## src/rtl/strcmp_loader.sv

```systemverilog
module strcmp_loader #(
  parameter int AW = 32,
  parameter int CW = 8
) (
  input  logic          clk,
  input  logic          rst_n,
  input  logic          start,
  input  logic [AW-1:0] start_addr,
  input  logic [4:0]    start_reg,
  input  logic [4:0]    guard_a,
  input  logic [4:0]    guard_b,
  input  logic [CW-1:0] byte_cnt,
  input  logic [7:0]    cmp_byte,
  output logic          mem_req,
  output logic [AW-1:0] mem_addr,
  input  logic          mem_ack,
  input  logic [7:0]    mem_rdata,
  output logic [4:0]    rf_idx,
  input  logic [31:0]   rf_rdata,
  output logic          rf_we,
  output logic [31:0]   rf_wdata,
  output logic          done,
  output logic [CW-1:0] done_count
);

  logic          busy;
  logic [AW-1:0] addr_q;
  logic [4:0]    reg_q, ga_q, gb_q;
  logic [1:0]    lane_q;
  logic [CW-1:0] idx_q, tot_q;
  logic [7:0]    cmp_q;

  wire       take    = busy & mem_ack;
  wire       guarded = (reg_q == gb_q) | ((ga_q != 5'd0) & (reg_q == ga_q));
  wire       hit     = (mem_rdata == cmp_q);
  wire       last    = ((idx_q + CW'(1)) == tot_q);
  wire [4:0] sh      = {~lane_q, 3'b000};

  assign mem_req  = busy;
  assign mem_addr = addr_q;
  assign rf_idx   = reg_q;
  assign rf_we    = take & ~guarded;
  assign rf_wdata = (rf_rdata & ~(32'hFF << sh)) | ({24'd0, mem_rdata} << sh);

  always_ff @(posedge clk or negedge rst_n) begin
    if (!rst_n) begin
      busy       <= 1'b0;
      addr_q     <= '0;
      reg_q      <= '0;
      ga_q       <= '0;
      gb_q       <= '0;
      lane_q     <= '0;
      idx_q      <= '0;
      tot_q      <= '0;
      cmp_q      <= '0;
      done       <= 1'b0;
      done_count <= '0;
    end else begin
      done <= 1'b0;
      if (!busy) begin
        if (start) begin
          tot_q <= byte_cnt;
          if (byte_cnt == '0) begin
            done       <= 1'b1;
            done_count <= '0;
          end else begin
            busy   <= 1'b1;
            addr_q <= start_addr;
            reg_q  <= start_reg;
            ga_q   <= guard_a;
            gb_q   <= guard_b;
            cmp_q  <= cmp_byte;
            lane_q <= 2'd0;
            idx_q  <= '0;
          end
        end
      end else if (take) begin
        if (hit) begin
          busy       <= 1'b0;
          done       <= 1'b1;
          done_count <= idx_q;
        end else if (last) begin
          busy       <= 1'b0;
          done       <= 1'b1;
          done_count <= tot_q;
        end else begin
          addr_q <= addr_q + AW'(1);
          lane_q <= lane_q + 2'd1;
          idx_q  <= idx_q + CW'(1);
          if (lane_q == 2'd3) reg_q <= reg_q + 5'd1;
        end
      end
    end
  end

  assert_guard_skip_R3: assert property (@(posedge clk) disable iff (!rst_n)
    rf_we |-> (rf_idx != gb_q) && !((ga_q != 5'd0) && (rf_idx == ga_q)));

  assert_addr_step_R6: assert property (@(posedge clk) disable iff (!rst_n)
    (busy && $past(busy && mem_ack)) |-> mem_addr == $past(mem_addr) + AW'(1));

  assert_req_hold_R6: assert property (@(posedge clk) disable iff (!rst_n)
    (mem_req && !mem_ack) |=> mem_req && $stable(mem_addr));

  assert_zero_run_R7: assert property (@(posedge clk) disable iff (!rst_n)
    (!busy && start && byte_cnt == '0) |=> done && done_count == '0 && !mem_req);

  assert_done_idle_R8: assert property (@(posedge clk) disable iff (!rst_n)
    done |-> !mem_req && !rf_we);

  assert_count_bound_R5: assert property (@(posedge clk) disable iff (!rst_n)
    done |-> done_count <= tot_q);

endmodule

```

## config.mk

```make
export PLATFORM = sky130hd
export DESIGN_NAME = strcmp_loader
export DESIGN_NICKNAME = d
export VERILOG_FILES = /design/src/rtl/strcmp_loader.sv
export SDC_FILE = /design/constraint.sdc
export NUM_CORES = 1
export LEC_CHECK = 0
export ABC_AREA = 1
export CAP_MARGIN = 10
export CORE_MARGIN = 4
export CORE_UTILIZATION = 52
export DETAILED_ROUTE_END_ITERATION = 10
export GPL_ROUTABILITY_DRIVEN = 0
export PLACE_DENSITY = 0.88
export RECOVER_POWER = 25
export SETUP_SLACK_MARGIN = 0.05
export SYNTH_ARGS = -nofsm -noshare
export SYNTH_HDL_FRONTEND = slang
export SYNTH_SLANG_ARGS = --single-unit
```

## constraint.sdc

```tcl
create_clock -name clk -period 4.16 [get_ports clk]
set_input_delay 0.832 -clock clk [delete_from_list [all_inputs] [get_ports clk]]
set_output_delay 0.832 -clock clk [all_outputs]
set_load 0.05 [all_outputs]
```

* After elaboration in Yosys (flattened, before gate mapping)
Index checks and enable logic that the tools add are counted.
** Operators by class
- Reductions and logical operators :: 9
- Bitwise operators :: 11
- Shifts and indexed selects :: 2
- Equal/unequal tests :: 11
- Mux-type cells :: 43
- Add/sub/neg operators :: 4
** Operator list (number)
- 2-to-1 mux 32 bit :: 6
- 2-to-1 mux 8 bit :: 12
- 2-to-1 mux 5 bit :: 7
- adder 32 x 1 -> 32 bit, second input constant :: 1
- bitwise AND 32 bit :: 1
- NOT 32 bit :: 1
- bitwise OR 32 bit :: 1
- left shift 8 x 5 -> 32 bit :: 1
- left shift 8 x 5 -> 32 bit, first input constant :: 1
- == test 8 bit :: 2
- 2-to-1 mux 1 bit :: 12
- 2-to-1 mux 2 bit :: 6
- == test 5 bit :: 2
- adder 8 x 1 -> 8 bit, second input constant :: 1
- logical NOT 8 bit :: 1
- != test 2 bit, second input constant :: 3
- AND reduction 6 bit :: 1
- adder 5 x 1 -> 5 bit, second input constant :: 1
- AND reduction 5 bit :: 1
- nonzero test 5 bit :: 1
- != test 2 x 1 -> 1 bit, second input constant :: 2
- AND reduction 4 bit :: 1
- nonzero test 2 bit :: 2
- bitwise AND 1 bit :: 3
- other kinds (8) :: 10
** Word-level totals
- Bits in registers :: 83
- Input bits :: 107
- Output and inout port bits :: 80
- Word-level logic and storage cells :: 91

* Depth between registers and ports, before layout
- Word-level depth :: 6
- Mapped depth :: 15

* Worst setup path after synthesis
OpenSTA, ideal clock, no wires.
- Path kind :: register to output
- Start :: reg lane_q[1]
- End :: out rf_wdata[24]
- Slack :: 1.209 ns
- Arrival :: 2.119 ns
- Cell stages (with the launch flop) :: 7
- Buffers on the path :: 3
- Path through :: dfrtp_1 > clkbuf_1 > inv_1 > buf_1 > ha_1 > buf_1 > o22ai_1
** Between the ends
- Word-level cells in the longest chain between the ends :: 5
- Elaborated cells on any way between the ends :: 6
** RTL lines
- from (decl) :: RTL line 29 : logic [1:0] lane_q;
- from (signal assigned) :: RTL line 88 : lane_q <= lane_q + 2'd1;
- NOT 2 bit (*) :: RTL line 37 : wire [4:0] sh = {~lane_q, 3'b000};
- left shift 8 x 5 -> 32 bit :: RTL line 43 : assign rf_wdata = (rf_rdata & ~(32'hFF << sh)) | ({24'd0, mem_rdata} << sh);
- NOT 32 bit :: RTL line 43
- bitwise AND 32 bit :: RTL line 43
- bitwise OR 32 bit (*) :: RTL line 43
- to (decl) :: RTL line 21 : output logic [31:0] rf_wdata,
Every way passes the cells marked *; elsewhere a longest branch is shown, timed or not.

* Worst setup path in the final report
- Start :: in mem_rdata[2]
- End :: out rf_wdata[18]
** Between the ends
- Word-level cells in the longest chain between the ends :: 2
** RTL lines
- from (decl) :: RTL line 17 : input logic [7:0] mem_rdata,
- left shift 8 x 5 -> 32 bit :: RTL line 43
- bitwise OR 32 bit :: RTL line 43
No other way between the ends.

==> results.toml <==
[run_status]
status = "finished with violations"
violations = "max-capacitance violations, max-slew violations"

[sta]
skew_ns = 0.009079
finalSetupViolCount = 0
max_freq_ghz = 0.2943
slew_viol_final = 62
grt_setup_unrepaired = "no"
maxSlewHeadroom_pct = -5.636
fin_setup_tns_ns = 0
fin_crit_sh_pct = 81.69
min_period_ns = 3.398
worst-slew-pin-transition_ns = 1.585
hold_violations = 0

[die]
die_w_um = 115.4
core-area_sq_um = 11080
die_h_um = 115.4
num_rows = 38
io_pins = 187
die_area_sq_um = 13310
start_util_pct = 54.10

[place]
placed_cells = 1220
dp_hpwl_um = 14370
port-buffer-count = 186

[synthesis]
synth_seq_area_share_pct = 34.66
yosysTopAreaCell = "dfrtp_1"
ys_warn_count = 0
synth-edff-count = 0
ys_ff_latch = 83
synth_commonest_cells = "398 x nand2_1, 87 x nor2_1, 83 x dfrtp_1"
ys_async_sr_fraction_pct = 100.0
synth_top_area_share_pct = 34.66
synth.avg_cell_area_sq_um = 6.493
synth.top_cells.by_area = "dfrtp_1 35%, nand2_1 25%, nand4_1 5.7%"
synthDistinctLibCells = 35
synth_most_common_cell = "nand2_1"
syn_nets = 1037
netlist_area_sq_um = 5993
synth_flop_cell = "dfrtp_1"
syn_inst = 923

[cells_and_area]
antennaDiodeCount = 0
fill_cells = 910
nNetsFinal = 1205
drive_gt1_share_pct = 4.927
area_growth_pct = 36.95
layout.cells.non_filler = 1236

[cts]
postCtsSetupBuffers = 0
path_clk_slew_ns = 0.06
cts-resized-gates = 0
clkSinkCount = 83
ctsHoldBuffers = 0
numCtsBuffers = 9
cts_buffer_depth = 2
clock_latency_ns = 0.34
cts_tree = "yes"
cts-root-buf = "clkbuf_16"
h-tree-depth = 3

[detailed_routing]
drt_iter0_drc = 665
wl_met3_um = 2061
dr_total_vias = 6952
dr_wl_met2_um = 9358
drcViolationCount = 0
wirelength_um = 19300
antenna_left = 0
wire_per_inst_um = 15.62
wl_met1_um = 7391
vias_per_cell = 5.625
firstDrtPassIters = 6
dr.max_layer_used = "met4"

[setup_path]
reg2regPathDepth = 9
cp_slowest_stage_delay_ns = 0.87
arrival_ns = 2.57
required_ns = 3.33
cp-end-kind = "primary output"
critPathKind = "in -> out"
critPathSlowestCell = "clkdlybuf4s50_1"
critical_path.max_fanout = 4
critPathLaunchType = "input pin"
path_cells = "clkdlybuf4s50_1 > nand2_1 > o22ai_1 > clkdlybuf4s50_1"
path_common_cell = "clkdlybuf4s50_1"

[grt]
grt-ovfl-total = 0
grt_pass1_wl_um = 31020
grt_max_degree = 62
antenna_found_initial = 0
grt_util_all_layers_pct = 28.95
grt_pass1_vias = 6333

[run]
cap_violations = 1

[pwr]
ir_drop_uv = 561.0
leakage_nw = 3.891
power_density_nw_per_um2 = 731.5

[hold_path]
min_path_cells = 2
hold_path_class = "reg -> reg"
critical path, delay by kind of cell:
kind,cells,cell delay [ns]
buf+inv,2,1.39
simple gates,1,0.08
compound gates,1,0.26
layer usage:
layer	vias to the layer above	track usage (%)
met5	-	0
met4	0	9.233
met3	47	6.000
met2	385	49.85
met1	3208	36.45
li1	3312	-
logic make-up after synthesis:
| family | after synthesis | share of synthesized area, % |
|---|---|---|
| DFF | 83 | 34.66 |
| buffers and inverters | 117 | 8.038 |
| AOI/OAI and AO/OA | 72 | 6.681 |
| adders and majority gates | 7 | 1.461 |
| muxes | 13 | 2.443 |
| xor gates and xnor gates | 24 | 3.507 |
| and+or+nand+nor | 607 | 43.21 |
worst paths after layout:
| kind | start | to | slack, ns |
|---|---|---|---|
| worst max register to register | mem_req | mem_addr[28] | 1.50 |
| worst min register to register | done_count[6] | done_count[6] | 0.47 |
| min in group asynchronous | rst_n | mem_addr[24] | 0.89 |
| max in group asynchronous | rst_n | rf_idx[3] | 2.15 |
| worst min-delay path | done_count[6] | done_count[6] | 0.47 |
| worst max-delay path | mem_rdata[2] | rf_wdata[18] | 0.76 |
cell usage in the layout (no fill, tap or decap), types with 17 or more instances in the layout:
master,count
nand3_1,34
nor2_1,87
nand3b_1,17
o21ai_0,33
o22ai_1,25
dfrtp_1,83
clkdlybuf4s50_1,185
nand2_1,398
inv_1,72
nand4_1,55
power breakdown:
group          internal (W)  switching (W)  leakage (nW)
clock              0.000481       0.000328         0.139
combinational       0.00129        0.00231          2.70
sequential          0.00115       0.000444          1.06
flip-flops by register name (all words and copies together), names as in the netlist:
| signal | count |
|---|---|
| rf_idx | 5 |
| cmp_q | 8 |
| mem_req | 1 |
| lane_q | 2 |
| idx_q | 8 |
| gb_q | 5 |
| done | 1 |
| done_count | 8 |
| ga_q | 5 |
| mem_addr | 32 |
| tot_q | 8 |
layout make-up:
cell class	count	area (sq um)	area share (%)
multi-input cells	723	3435	41.84
inverters	77	289.0	3.521
repair buffers	197	1936	23.58
well taps	140	175.2	2.134
clock inverters	4	50.05	0.6098
clock buffers	12	246.5	3.003
flip-flops and latches	83	2077	25.30
per-stage QoR:
step,total power [W],hold WS [ns],setup WS (ns),util (%),cell area (sq um)
finish,0.006004,0.4736,0.7615,74.09,8208
global route,0.006391,0.4975,0.7231,74.09,8208
CTS,0.006006,0.4726,0.7475,74.15,8214
detailed placement,0.005189,0.4574,0.7537,71.47,7918
global placement,0.005116,0.4557,0.7761,71.47,7918
floorplan,0.004028,0.4877,1.209,-,5993
No activity file was read; power rests on OpenSTA's default activity.
